==> src/rtl/fft_seq_pkg.sv <==
package fft_seq_pkg;
  typedef struct packed {
    logic load;   // restart all loop counters at the first triple
    logic step;   // move to the next triple
  } seqStrobe_t;

  typedef enum logic {
    SEQ_IDLE = 1'b0,
    SEQ_RUN  = 1'b1
  } seqState_t;
endpackage

==> src/rtl/fft_seq_ctrl.sv <==
module fft_seq_ctrl
  import fft_seq_pkg::*;
(
  input  logic       clk,
  input  logic       rstN,
  input  logic       startPulse,
  input  logic       outReady,
  input  logic       lastStep,
  output seqStrobe_t strobe,
  output logic       running,
  output logic       finishNow
);
  seqState_t state, stateNext;

  always_comb begin
    stateNext   = state;
    strobe.load = 1'b0;
    strobe.step = 1'b0;
    finishNow   = 1'b0;
    unique case (state)
      SEQ_IDLE: begin
        if (startPulse) begin
          strobe.load = 1'b1;
          stateNext   = SEQ_RUN;
        end
      end
      SEQ_RUN: begin
        if (outReady) begin
          if (lastStep) begin
            finishNow = 1'b1;
            stateNext = SEQ_IDLE;
          end else begin
            strobe.step = 1'b1;
          end
        end
      end
      default: stateNext = SEQ_IDLE;
    endcase
  end

  always_ff @(posedge clk or negedge rstN) begin
    if (!rstN) state <= SEQ_IDLE;
    else       state <= stateNext;
  end

  assign running = (state == SEQ_RUN);
endmodule

==> src/rtl/fft_seq_dp.sv <==
module fft_seq_dp
  import fft_seq_pkg::*;
#(
  parameter int LOG2N = 3
) (
  input  logic             clk,
  input  logic             rstN,
  input  seqStrobe_t       strobe,
  output logic [LOG2N-1:0] loIdx,
  output logic [LOG2N-1:0] hiIdx,
  output logic [LOG2N-1:0] twIdx,
  output logic             lastStep
);
  localparam int N     = 1 << LOG2N;
  localparam int IDXW  = LOG2N;
  localparam int STW   = (LOG2N > 1) ? $clog2(LOG2N) : 1;
  localparam logic [IDXW-1:0] HALFN  = IDXW'(N / 2);
  localparam logic [IDXW:0]   NFULL  = (IDXW+1)'(N);
  localparam logic [STW-1:0]  SHLAST = STW'(LOG2N - 1);

  logic [STW-1:0]  stageSh;    // log2 of half-span
  logic [IDXW-1:0] groupBase;
  logic [IDXW-1:0] pairOff;
  logic [IDXW-1:0] twReg;

  logic [IDXW-1:0] halfSize, stride;
  logic [IDXW:0]   nextBase;
  logic            pairLast, groupLast, stageLast;

  always_comb begin
    halfSize  = IDXW'(1) << stageSh;
    stride    = HALFN >> stageSh;
    nextBase  = {1'b0, groupBase} + ({1'b0, halfSize} << 1);
    pairLast  = (pairOff == halfSize - IDXW'(1));
    groupLast = (nextBase == NFULL);
    stageLast = (stageSh == SHLAST);
    lastStep  = pairLast && groupLast && stageLast;
  end

  always_ff @(posedge clk or negedge rstN) begin
    if (!rstN) begin
      stageSh   <= '0;
      groupBase <= '0;
      pairOff   <= '0;
      twReg     <= '0;
    end else if (strobe.load) begin
      stageSh   <= '0;
      groupBase <= '0;
      pairOff   <= '0;
      twReg     <= '0;
    end else if (strobe.step) begin
      if (!pairLast) begin
        pairOff <= pairOff + IDXW'(1);
        twReg   <= twReg + stride;
      end else begin
        pairOff <= '0;
        twReg   <= '0;
        if (!groupLast) begin
          groupBase <= nextBase[IDXW-1:0];
        end else begin
          groupBase <= '0;
          stageSh   <= stageSh + STW'(1);
        end
      end
    end
  end

  assign loIdx = groupBase + pairOff;
  assign hiIdx = loIdx + halfSize;
  assign twIdx = twReg;
endmodule

==> src/rtl/fft_bfly_seq.sv <==
module fft_bfly_seq
  import fft_seq_pkg::*;
#(
  parameter int LOG2N = 3
) (
  input  logic             clk,
  input  logic             rstN,
  input  logic             startPulse,
  input  logic             outReady,
  output logic             outValid,
  output logic [LOG2N-1:0] loIdx,
  output logic [LOG2N-1:0] hiIdx,
  output logic [LOG2N-1:0] twIdx,
  output logic             doneFlag
);
  seqStrobe_t strobe;
  logic       lastStep;

  fft_seq_ctrl ctrl_i (
    .clk        (clk),
    .rstN       (rstN),
    .startPulse (startPulse),
    .outReady   (outReady),
    .lastStep   (lastStep),
    .strobe     (strobe),
    .running    (outValid),
    .finishNow  (doneFlag)
  );

  fft_seq_dp #(.LOG2N(LOG2N)) dp_i (
    .clk      (clk),
    .rstN     (rstN),
    .strobe   (strobe),
    .loIdx    (loIdx),
    .hiIdx    (hiIdx),
    .twIdx    (twIdx),
    .lastStep (lastStep)
  );
endmodule

==> config.mk <==
export PLATFORM = sky130hd
export DESIGN_NAME = fft_bfly_seq
export DESIGN_NICKNAME = d
export VERILOG_FILES = /design/src/rtl/fft_seq_pkg.sv /design/src/rtl/fft_seq_ctrl.sv /design/src/rtl/fft_seq_dp.sv /design/src/rtl/fft_bfly_seq.sv
export SDC_FILE = /design/constraint.sdc
export NUM_CORES = 1
export LEC_CHECK = 0
export ABC_AREA = 0
export BUFFER_PORTS_ARGS = -buffer_cell sky130_fd_sc_hd__buf_2
export CORE_MARGIN = 10
export CORE_UTILIZATION = 58
export DETAILED_ROUTE_END_ITERATION = 10
export PLACE_DENSITY = 0.93
export SYNTH_ARGS = -nofsm -noshare
export SYNTH_HDL_FRONTEND = slang
export SYNTH_SLANG_ARGS = --single-unit
==> constraint.sdc <==
create_clock -name clk -period 4.2 [get_ports clk]
set_clock_uncertainty 0.15 [all_clocks]
set_input_delay 0.84 -clock clk [delete_from_list [all_inputs] [get_ports clk]]
set_output_delay 0.84 -clock clk [all_outputs]
set_load 0.005 [all_outputs]
==> flow_summary_export.csv, run 1 <==
group,metric,value,unit
status,status,"finished, final reports clean",
worst_setup_path,critPathSlowestCell,"fa_1",
placement,port_buffers,14,
cells_and_area,syn_to_final_growth,13.0,%
drt,routed_via_density,5.96,
placement,hpwl,1.45,mm
global_route,antenna_found_initial,0,
worst_setup_path,reg2reg_depth,9,
pwr,cellLeakagePower,0.464,nW
clock_tree,clock_sinks,11,
sta,finalHoldViolations,0,
floorplan,die_h,58.0,µm
global_route,grt_pass1_wl,3.07,mm
sta,min_period,3.45,ns
min_path,holdCritPathClass,"in2async",
worst_setup_path,critPathLaunchType,"register",
global_route,grt_pass1_vias,693,
clock_tree,cts_buffers,3,
clock_tree,cts_hold_buf,0,
worst_setup_path,crit_required,3.21,ns
clock_tree,post_cts_buffers,0,
synth,synthDistinctLibCells,32,
placement,dp.cells,104,
drt,finalWirelength,1.80,mm
worst_setup_path,path_class,"reg2out",
sta,rsz0062_at_grt,"no",
synth,ys_ff_latch,11,
clock_tree,clkSlewWorstSetupHoldPaths,0.07,ns
worst_setup_path,cp.arrival,2.46,ns
synth,yosys_warnings,0,
sta,drv_slew,0,
synth,synth_flop_cell,"dfrtp_1",
cells_and_area,n_fill_cell,93,
cells_and_area,nNetsFinal,111,
sta,min_period_over_period,82.1,%
synth,async_reset_ff_share,100,%
drt,wire_per_inst,16.7,µm
sta,fmax,290,MHz
synth,syn_inst,76,
worst_setup_path,path_max_fanout,5,
global_route,grt_max_degree,12,
synth,synth_area_leaders,"dfrtp_1, ha_1, fa_1",
placement,routabilityCongestion,0.889,
sta,worst_pin_slew,0.549,ns
cells_and_area,drive_gt1_share,25.8,%
clock_tree,cts.path.max_buffers,2,
sta,relSlewSlack,63.3,%
floorplan,dieArea,3370,µm²
sta,fin_tns_setup,0,ns
clock_tree,htree_levels,1,
floorplan,core,1330,µm²
cells_and_area,final_util,71.1,%
clock_tree,cts_resized,0,
floorplan,initial_utilization,62.9,%
drt,ant_nets,0,
clock_tree,worstSkewPairLatency,0.28,ns
synth,synth_area_leader_cell,"dfrtp_1",
floorplan,io_pins,15,
pwr,vdd_drop_max,0.511,mV
worst_setup_path,worstPathCellList,"inv_1, ha_1, ha_1, inv_1, fa_1, nand4b_1, nor3_1, buf_2",
synth,synth_common_cells,"dfrtp_1, ha_1, inv_1, xnor2_1",
pwr,p_per_area,966,nW/µm²
global_route,grt.overflow.total,0,
synth,ys_seq_area_share,32.8,%
worst_setup_path,cp_slowest_stage_delay,0.56,ns
drt,vias,644,
sta,setup_viol,0,
sta,whs,0.269,ns
drt,drt_iter0_markers,9,
cells_and_area,final_cells,108,
worst_setup_path,end_kind,"primary output",
synth,avgSynthCellArea,11.0,µm²
cells_and_area,diodes,0,
synth,syn-cell-area,840,µm²
clock_tree,cts_tree,"done",
global_route,grt_usage,11.6,%
synth,synth_top_area_share,32.8,%
synth,synth-edff-count,0,
clock_tree,root_buffer,"clkbuf_4",
drt,drt_pass1_iterations,4,
synth,syn_nets,93,
job,cap_violations,0,
drt,drc,0,
floorplan,num_rows,13,
floorplan,die_w,58.0,µm
synth,synth_most_common_cell,"dfrtp_1",
cells in the final DEF, fill, tap and decap left out, drive strengths merged:
master,count
clkbuf,3
and2,1
and4b,1
nor3,1
and3b,2
o21ai,4
nand2,3
ha,10
nor2b,3
clkinv,1
nand3,2
a21oi,4
nand4b,1
and3,1
buf,14
dfrtp,11
inv,5
a221o,1
nor4b,1
xnor2,5
a22oi,1
a22o,3
a31oi,1
nor2,3
nand4,1
mux2,2
xor3,1
a41o,1
fa,3
xor2,1
or3,2
worst paths after layout:
check / slack, ns / start / to
max reg2reg: 1.35 / dp_i.stageSh[0] / dp_i.stageSh[0]
max: 0.75 / dp_i.stageSh[0] / doneFlag
max in group asynchronous: 3.43 / rstN / dp_i.pairOff[0]
min in group clk: 0.42 / dp_i.twIdx[0] / dp_i.twIdx[0]
min: 0.27 / rstN / ctrl_i.running
min reg2reg: 0.42 / dp_i.twIdx[0] / dp_i.twIdx[0]
power by group:
group	internal, W	switching (W)	total, W
Clock	0.0000354	0.0000390	0.0000743
Sequential	0.000151	0.0000525	0.000204
Combinational	0.000313	0.000325	0.000638
registers in the layout, indices dropped and copies added, names as in the netlist:
signal,cells
dp_i.pairOff,3
dp_i.twIdx,3
dp_i.groupBase,2
dp_i.stageSh,2
ctrl_i.running,1
layer usage:
| metal | GRT usage (%) | vias to the layer above | part of all wire [%] |
|---|---|---|---|
| met2 | 19.3 | 16 | 49 |
| li1 | - | 312 | - |
| met5 | 0 | - | 0 |
| met3 | 4.14 | 4 | 6.7 |
| met1 | 12.2 | 312 | 42 |
| met4 | 7.05 | 0 | 2.3 |
layout make-up:
class	count	area (µm²)	share of cell area, %
clock buffer	3	22.5	2.37
clock inverter	1	5.00	0.528
inverter	5	18.8	1.98
tap	15	18.8	1.98
timing repair buffer	14	70.1	7.39
multi-input combinational	59	538	56.7
sequential	11	275	29.0
critical path, delay by kind of cell (launching register included):
| family | cells | cell delay [ns] |
|---|---|---|
| buffers and inverters | 3 | 0.32 |
| and+or+nand+nor | 2 | 0.42 |
| adders and majority gates | 3 | 1.02 |
| DFF | 1 | 0.43 |
logic make-up (layout without fill, tap and decap cells):
| family | after synthesis | in the layout | share of synthesized area (%) |
|---|---|---|---|
| and+or+nand+nor | 22 | 22 | 17.4 |
| AOI/OAI and AO/OA | 15 | 15 | 12.7 |
| adders and majority gates | 13 | 13 | 22.1 |
| DFF | 11 | 11 | 32.8 |
| xor gates and xnor gates | 7 | 7 | 9.24 |
| buffers and inverters | 6 | 23 | 3.13 |
| muxes | 2 | 2 | 2.68 |
per-stage QoR:
step	instance area [µm²]	total power [W]	worst slack [ns]
6_report	948	0.000916	0.753
5_1_grt	948	0.00100	0.570
4_1_cts	948	0.000925	0.752
3_5_place_dp	921	0.000848	1.07
3_3_place_gp	921	0.000804	1.23
2_1_floorplan	840	0.000653	1.42
Note: power is estimated with default switching activity, not from simulation.
==> run 2: changes to the inputs <==
Settings changed: CORE_UTILIZATION 58 to 48, PLACE_DENSITY 0.93 to 0.84.
Clock period 4.2 ns to 3 ns, I/O delays scaled along.
==> flow_summary_export.csv, run 2 (same netlist as run 1, synthesis figures left out) <==
group,metric,value,unit
status,status,"finished, final reports clean",
worst_setup_path,crit_required,2.25,ns
sta,fin_ws,0.0195,ns
sta,worst_pin_slew,0.537,ns
cells_and_area,diodes,0,
drt,drc,0,
pwr,cellLeakagePower,0.491,nW
job,cap_violations,0,
cells_and_area,n_fill_cell,142,
floorplan,dieArea,3820,µm²
pwr,vdd_drop_max,0.578,mV
clock_tree,cts_buffers,3,
clock_tree,clkSlewWorstSetupHoldPaths,0.08,ns
floorplan,io_pins,15,
drt,ant_nets,0,
clock_tree,cts_tree,"done",
drt,drt_iter0_markers,29,
cells_and_area,layout_commonest_cell,"buf_2",
placement,post-place-ws,0.146,ns
drt,finalWirelength,1.93,mm
cells_and_area,nNetsFinal,117,
cells_and_area,syn_to_final_growth,24.0,%
min_path,holdCritPathClass,"in2async",
clock_tree,htree_levels,1,
sta,finalHoldViolations,0,
worst_setup_path,critPathLaunchType,"register",
sta,setup_viol,0,
clock_tree,worstSkewPairLatency,0.27,ns
pwr,fin_total_pwr,0.00140,W
cells_and_area,final_util,61.6,%
clock_tree,clock_sinks,11,
cells_and_area,register_area,277,µm²
pwr,net-switching-power,0.000616,W
placement,hpwl,1.39,mm
worst_setup_path,path_class,"reg2out",
global_route,grt_pass1_wl,2.95,mm
cells_and_area,multiInputGateArea,583,µm²
sta,relSlewSlack,64.1,%
sta,drv_slew,0,
floorplan,initial_utilization,49.7,%
floorplan,core,1690,µm²
global_route,antenna_found_initial,0,
pwr,switching_share,43.9,%
placement,routabilityCongestion,0.784,
sta,fmax,336,MHz
pwr,power_frac_comb,72.4,%
cells_and_area,layout_common_cells,"buf_2, dfrtp_1, ha_1",
clock_tree,cts.path.max_buffers,2,
drt,vias,691,
floorplan,die_h,61.8,µm
placement,dp.cells,106,
pwr,clkPwrFrac,7.3,%
sta,whs,0.0431,ns
pwr,p_int,0.000787,W
worst_setup_path,cp.arrival,2.23,ns
global_route,grt.overflow.total,0,
drt,routed_via_density,5.96,
drt,wire_per_inst,16.7,µm
clock_tree,root_buffer,"clkbuf_4",
floorplan,num_rows,15,
global_route,grt_pass1_vias,669,
floorplan,die_w,61.8,µm
cells_and_area,drive_gt1_share,38.4,%
global_route,grt_max_degree,12,
drt,drt_pass1_iterations,4,
sta,min_period,2.98,ns
pwr,p_per_area,1350,nW/µm²
worst_setup_path,end_kind,"primary output",
global_route,grt_usage,10.2,%
placement,port_buffers,14,
sta,min_period_over_period,99.3,%
worst_setup_path,path_max_fanout,4,
cells_and_area,final_cells,116,
pwr,p_seq_share,20.3,%
## run 2: changes by cell type in the layout (fill, tap and decap cells not counted), moves of 3 or more
cell / before / now
ha_1: 10 / 7
ha_4: 0 / 3
buf_4: 0 / 6
inv_1: 5 / 2
inv_2: 0 / 3
## run 2: worst max-delay path, stage by stage (launching register included)
cell and delay (ns):
dfrtp_1 0.43, inv_2 0.13, ha_4 0.17, ha_4 0.13
inv_2 0.03, fa_2 0.56, nand4b_1 0.14, nor3_2 0.21
buf_2 0.16
## run 2: repair_timing
item                       in CTS  in global routing
pin swaps                       0                  4
hold buffers                    0                  0
resized for setup               8                  4
setup endpoints to repair       1                  1
setup buffers                   0                  6
## run 2: final timing paths
| check | from | end | slack (ns) | cells past startpoint |
|---|---|---|---|---|
| max | dp_i.stageSh[1] | doneFlag | 0.02 | 8 |
| min | rstN | dp_i.stageSh[0] | 0.04 | 1 |
| max reg2reg | dp_i.stageSh[1] | dp_i.stageSh[0] | 0.37 | 9 |
| min reg2reg | dp_i.twIdx[0] | dp_i.twIdx[0] | 0.38 | 1 |
| max in group asynchronous | rstN | dp_i.stageSh[0] | 2.43 | 1 |
| min in group clk | dp_i.twIdx[0] | dp_i.twIdx[0] | 0.38 | 1 |
## run 2: stage by stage
stage | TNS [ns] | cell area [µm²]
2_1_floorplan | 0 | 840
3_3_place_gp | 0 | 923
3_5_place_dp | 0 | 923
4_1_cts | 0 | 981
5_1_grt | -0.0819 | 1040
6_report | 0 | 1040
## run 2: power by group through the flow
stage	logic, W	registers [W]	clock network (W)
after floorplan	0.000646	0.000269	0
after global placement	0.000844	0.000281	0
after detailed placement	0.000883	0.000287	0
after CTS	0.000924	0.000289	0.000102
after global routing	0.00114	0.000293	0.000114
final	0.00102	0.000285	0.000102
## run 2: layout make-up
cell class | instances | area share, %
clock buffers | 4 | 2.52
repair buffers | 20 | 11.1
inverters | 5 | 1.80
flip-flops and latches | 11 | 26.6
multi-input cells | 59 | 56.0
well taps | 17 | 2.04
## run 2: routing by layer
layer / share of wire (%) / up-vias / track usage (%) / wire, µm
li1: - / 320 / - / -
met1: 44 / 338 / 12.8 / 859
met2: 48 / 31 / 15.5 / 933
met3: 6.2 / 2 / 2.03 / 119
met4: 0.98 / 0 / 6.37 / 19
met5: 0 / - / 0 / 0
==> run 3: changes to the inputs <==
==> constraint.sdc (replaced) <==
create_clock -name clk -period 3 [get_ports clk]
set_clock_uncertainty 0.15 [all_clocks]
set_input_delay 0.6 -clock clk [delete_from_list [all_inputs] [get_ports clk]]
set_output_delay 0.6 -clock clk [all_outputs]
set_load 0.02 [all_outputs]
==> flow_summary_export.csv, run 3 (same netlist as run 1, synthesis figures left out) <==
group,metric,value,unit
sta,rsz0062_at_grt,"yes",
cells_and_area,postLayoutCellArea,1050,µm²
drt,drt_iter0_markers,10,
global_route,grt.overflow.total,0,
worst_setup_path,critPathLaunchType,"register",
cells_and_area,layout_common_cells,"buf_2, dfrtp_1, buf_4",
floorplan,initial_utilization,49.7,%
cells_and_area,final_util,62.0,%
sta,min_period_over_period,101,%
drt,vias,688,
sta,worst_pin_slew,0.543,ns
placement,placed_area,938,µm²
worst_setup_path,end_kind,"primary output",
job,cap_violations,0,
floorplan,die_h,61.8,µm
sta,fin_ws,-0.0433,ns
global_route,grt_pass1_wl,3.17,mm
worst_setup_path,rr_endpoint,"dp_i.pairOff[0]",
drt,routed_via_density,5.93,
clock_tree,root_buffer,"clkbuf_4",
sta,finalHoldViolations,0,
floorplan,core,1690,µm²
clock_tree,htree_levels,1,
floorplan,io_pins,15,
global_route,grt_pass1_vias,713,
worst_setup_path,r2r-start,"dp_i.stageSh[1]",
worst_setup_path,cp_top_family,"adder cells",
floorplan,die_w,61.8,µm
floorplan,dieArea,3820,µm²
cells_and_area,layout_commonest_cell,"buf_2",
cells_and_area,nNetsFinal,117,
worst_setup_path,critPathSlowestCell,"fa_2",
cells_and_area,final_cells,116,
placement,dp.cells,108,
worst_setup_path,path_class,"reg2out",
clock_tree,cts_buffers,3,
placement,routabilityCongestion,0.775,
worst_setup_path,cp.arrival,2.29,ns
status,status,"finished with violations",
drt,ant_nets,0,
cells_and_area,n_fill_cell,128,
placement,port_buffers,14,
clock_tree,cts.path.max_buffers,2,
worst_setup_path,crit_required,2.25,ns
floorplan,num_rows,15,
status,failed_checks,"setup timing",
worst_setup_path,reg2reg_depth,9,
sta,drv_slew,0,
worst_setup_path,cp_slowest_stage_delay,0.56,ns
sta,min_period,3.04,ns
worst_setup_path,worstPathCellList,"inv_2, ha_4, ha_4, inv_2, fa_2, nand4b_1, nor3_2, buf_4",
clock_tree,worstSkewPairLatency,0.29,ns
drt,drt_pass1_iterations,4,
min_path,holdCritPathClass,"in2async",
sta,setup_viol,1,
sta,relSlewSlack,63.7,%
sta,fmax,329,MHz
global_route,grt_usage,11.8,%
worst_setup_path,reg2reg_slack,0.42,ns
drt,finalWirelength,2.12,mm
cells_and_area,syn_to_final_growth,24.7,%
global_route,grt_max_degree,12,
cells_and_area,drive_gt1_share,37.4,%
drt,drc,0,
cells_and_area,diodes,0,
worst_setup_path,critPathBufInv,3,
global_route,antenna_found_initial,0,
placement,hpwl,1.53,mm
clock_tree,clock_sinks,11,
clock_tree,cts_tree,"done",
clock_tree,clkSlewWorstSetupHoldPaths,0.08,ns
drt,wire_per_inst,18.3,µm
worst_setup_path,path_max_fanout,4,
-- run 3: final cells by class --
| class | instances | area (µm²) | share of cell area [%] |
|---|---|---|---|
| sequential | 11 | 275 | 26.3 |
| inverter | 5 | 18.8 | 1.79 |
| timing repair buffer | 20 | 120 | 11.5 |
| multi-input combinational | 59 | 586 | 55.9 |
| clock buffer | 4 | 26.3 | 2.51 |
| tap | 17 | 21.3 | 2.03 |
-- run 3: worst max path at each step --
stage                               start  endpoint  cells past startpoint
final                     dp_i.stageSh[1]  doneFlag                      8
after global routing      dp_i.stageSh[0]  doneFlag                      8
after CTS                 dp_i.stageSh[0]  doneFlag                      7
after detailed placement  dp_i.stageSh[1]  doneFlag                      8
after global placement    dp_i.stageSh[0]  doneFlag                      8
after floorplan           dp_i.stageSh[0]  doneFlag                      7
-- run 3: layer usage --
metal / up-vias / track usage (%) / part of all wire, %
li1: 321 / - / -
met1: 339 / 11.5 / 39
met2: 23 / 20.9 / 50
met3: 5 / 3.25 / 7.6
met4: 0 / 8.60 / 3.3
met5: - / 0 / 0
-- run 3: metrics by stage --
step	setup WS [ns]	hold slack [ns]	setup TNS, ns
floorplan	0.160	0.154	0
global placement	0.375	0.332	0
detailed placement	0.241	0.336	0
CTS	0.0268	0.0258	0
global route	-0.0958	0.0330	-0.0958
finish	-0.0433	0.0202	-0.0433
-- run 3: worst reg2reg max path: stages, from the launching register on --
cell and delay, ns:
dfrtp_1 0.42, inv_2 0.08, ha_4 0.17, ha_4 0.16, inv_2 0.06, fa_2 0.46
and4b_1 0.24, a41o_1 0.26, nor2b_4 0.15, mux2_1 0.31
-- run 3: what timing repair did --
item,in CTS,in global routing
hold buffers,0,0
resized for setup,2,11
buffers inserted,0,4
endpoints found under the setup margin,1,2
endpoints found under the hold margin,0,0
pin swaps,1,4
Power of run 3 is left out: the tool's default activity adds up to more than one toggle a clock period on the data nets, which glitch-free logic cannot reach.
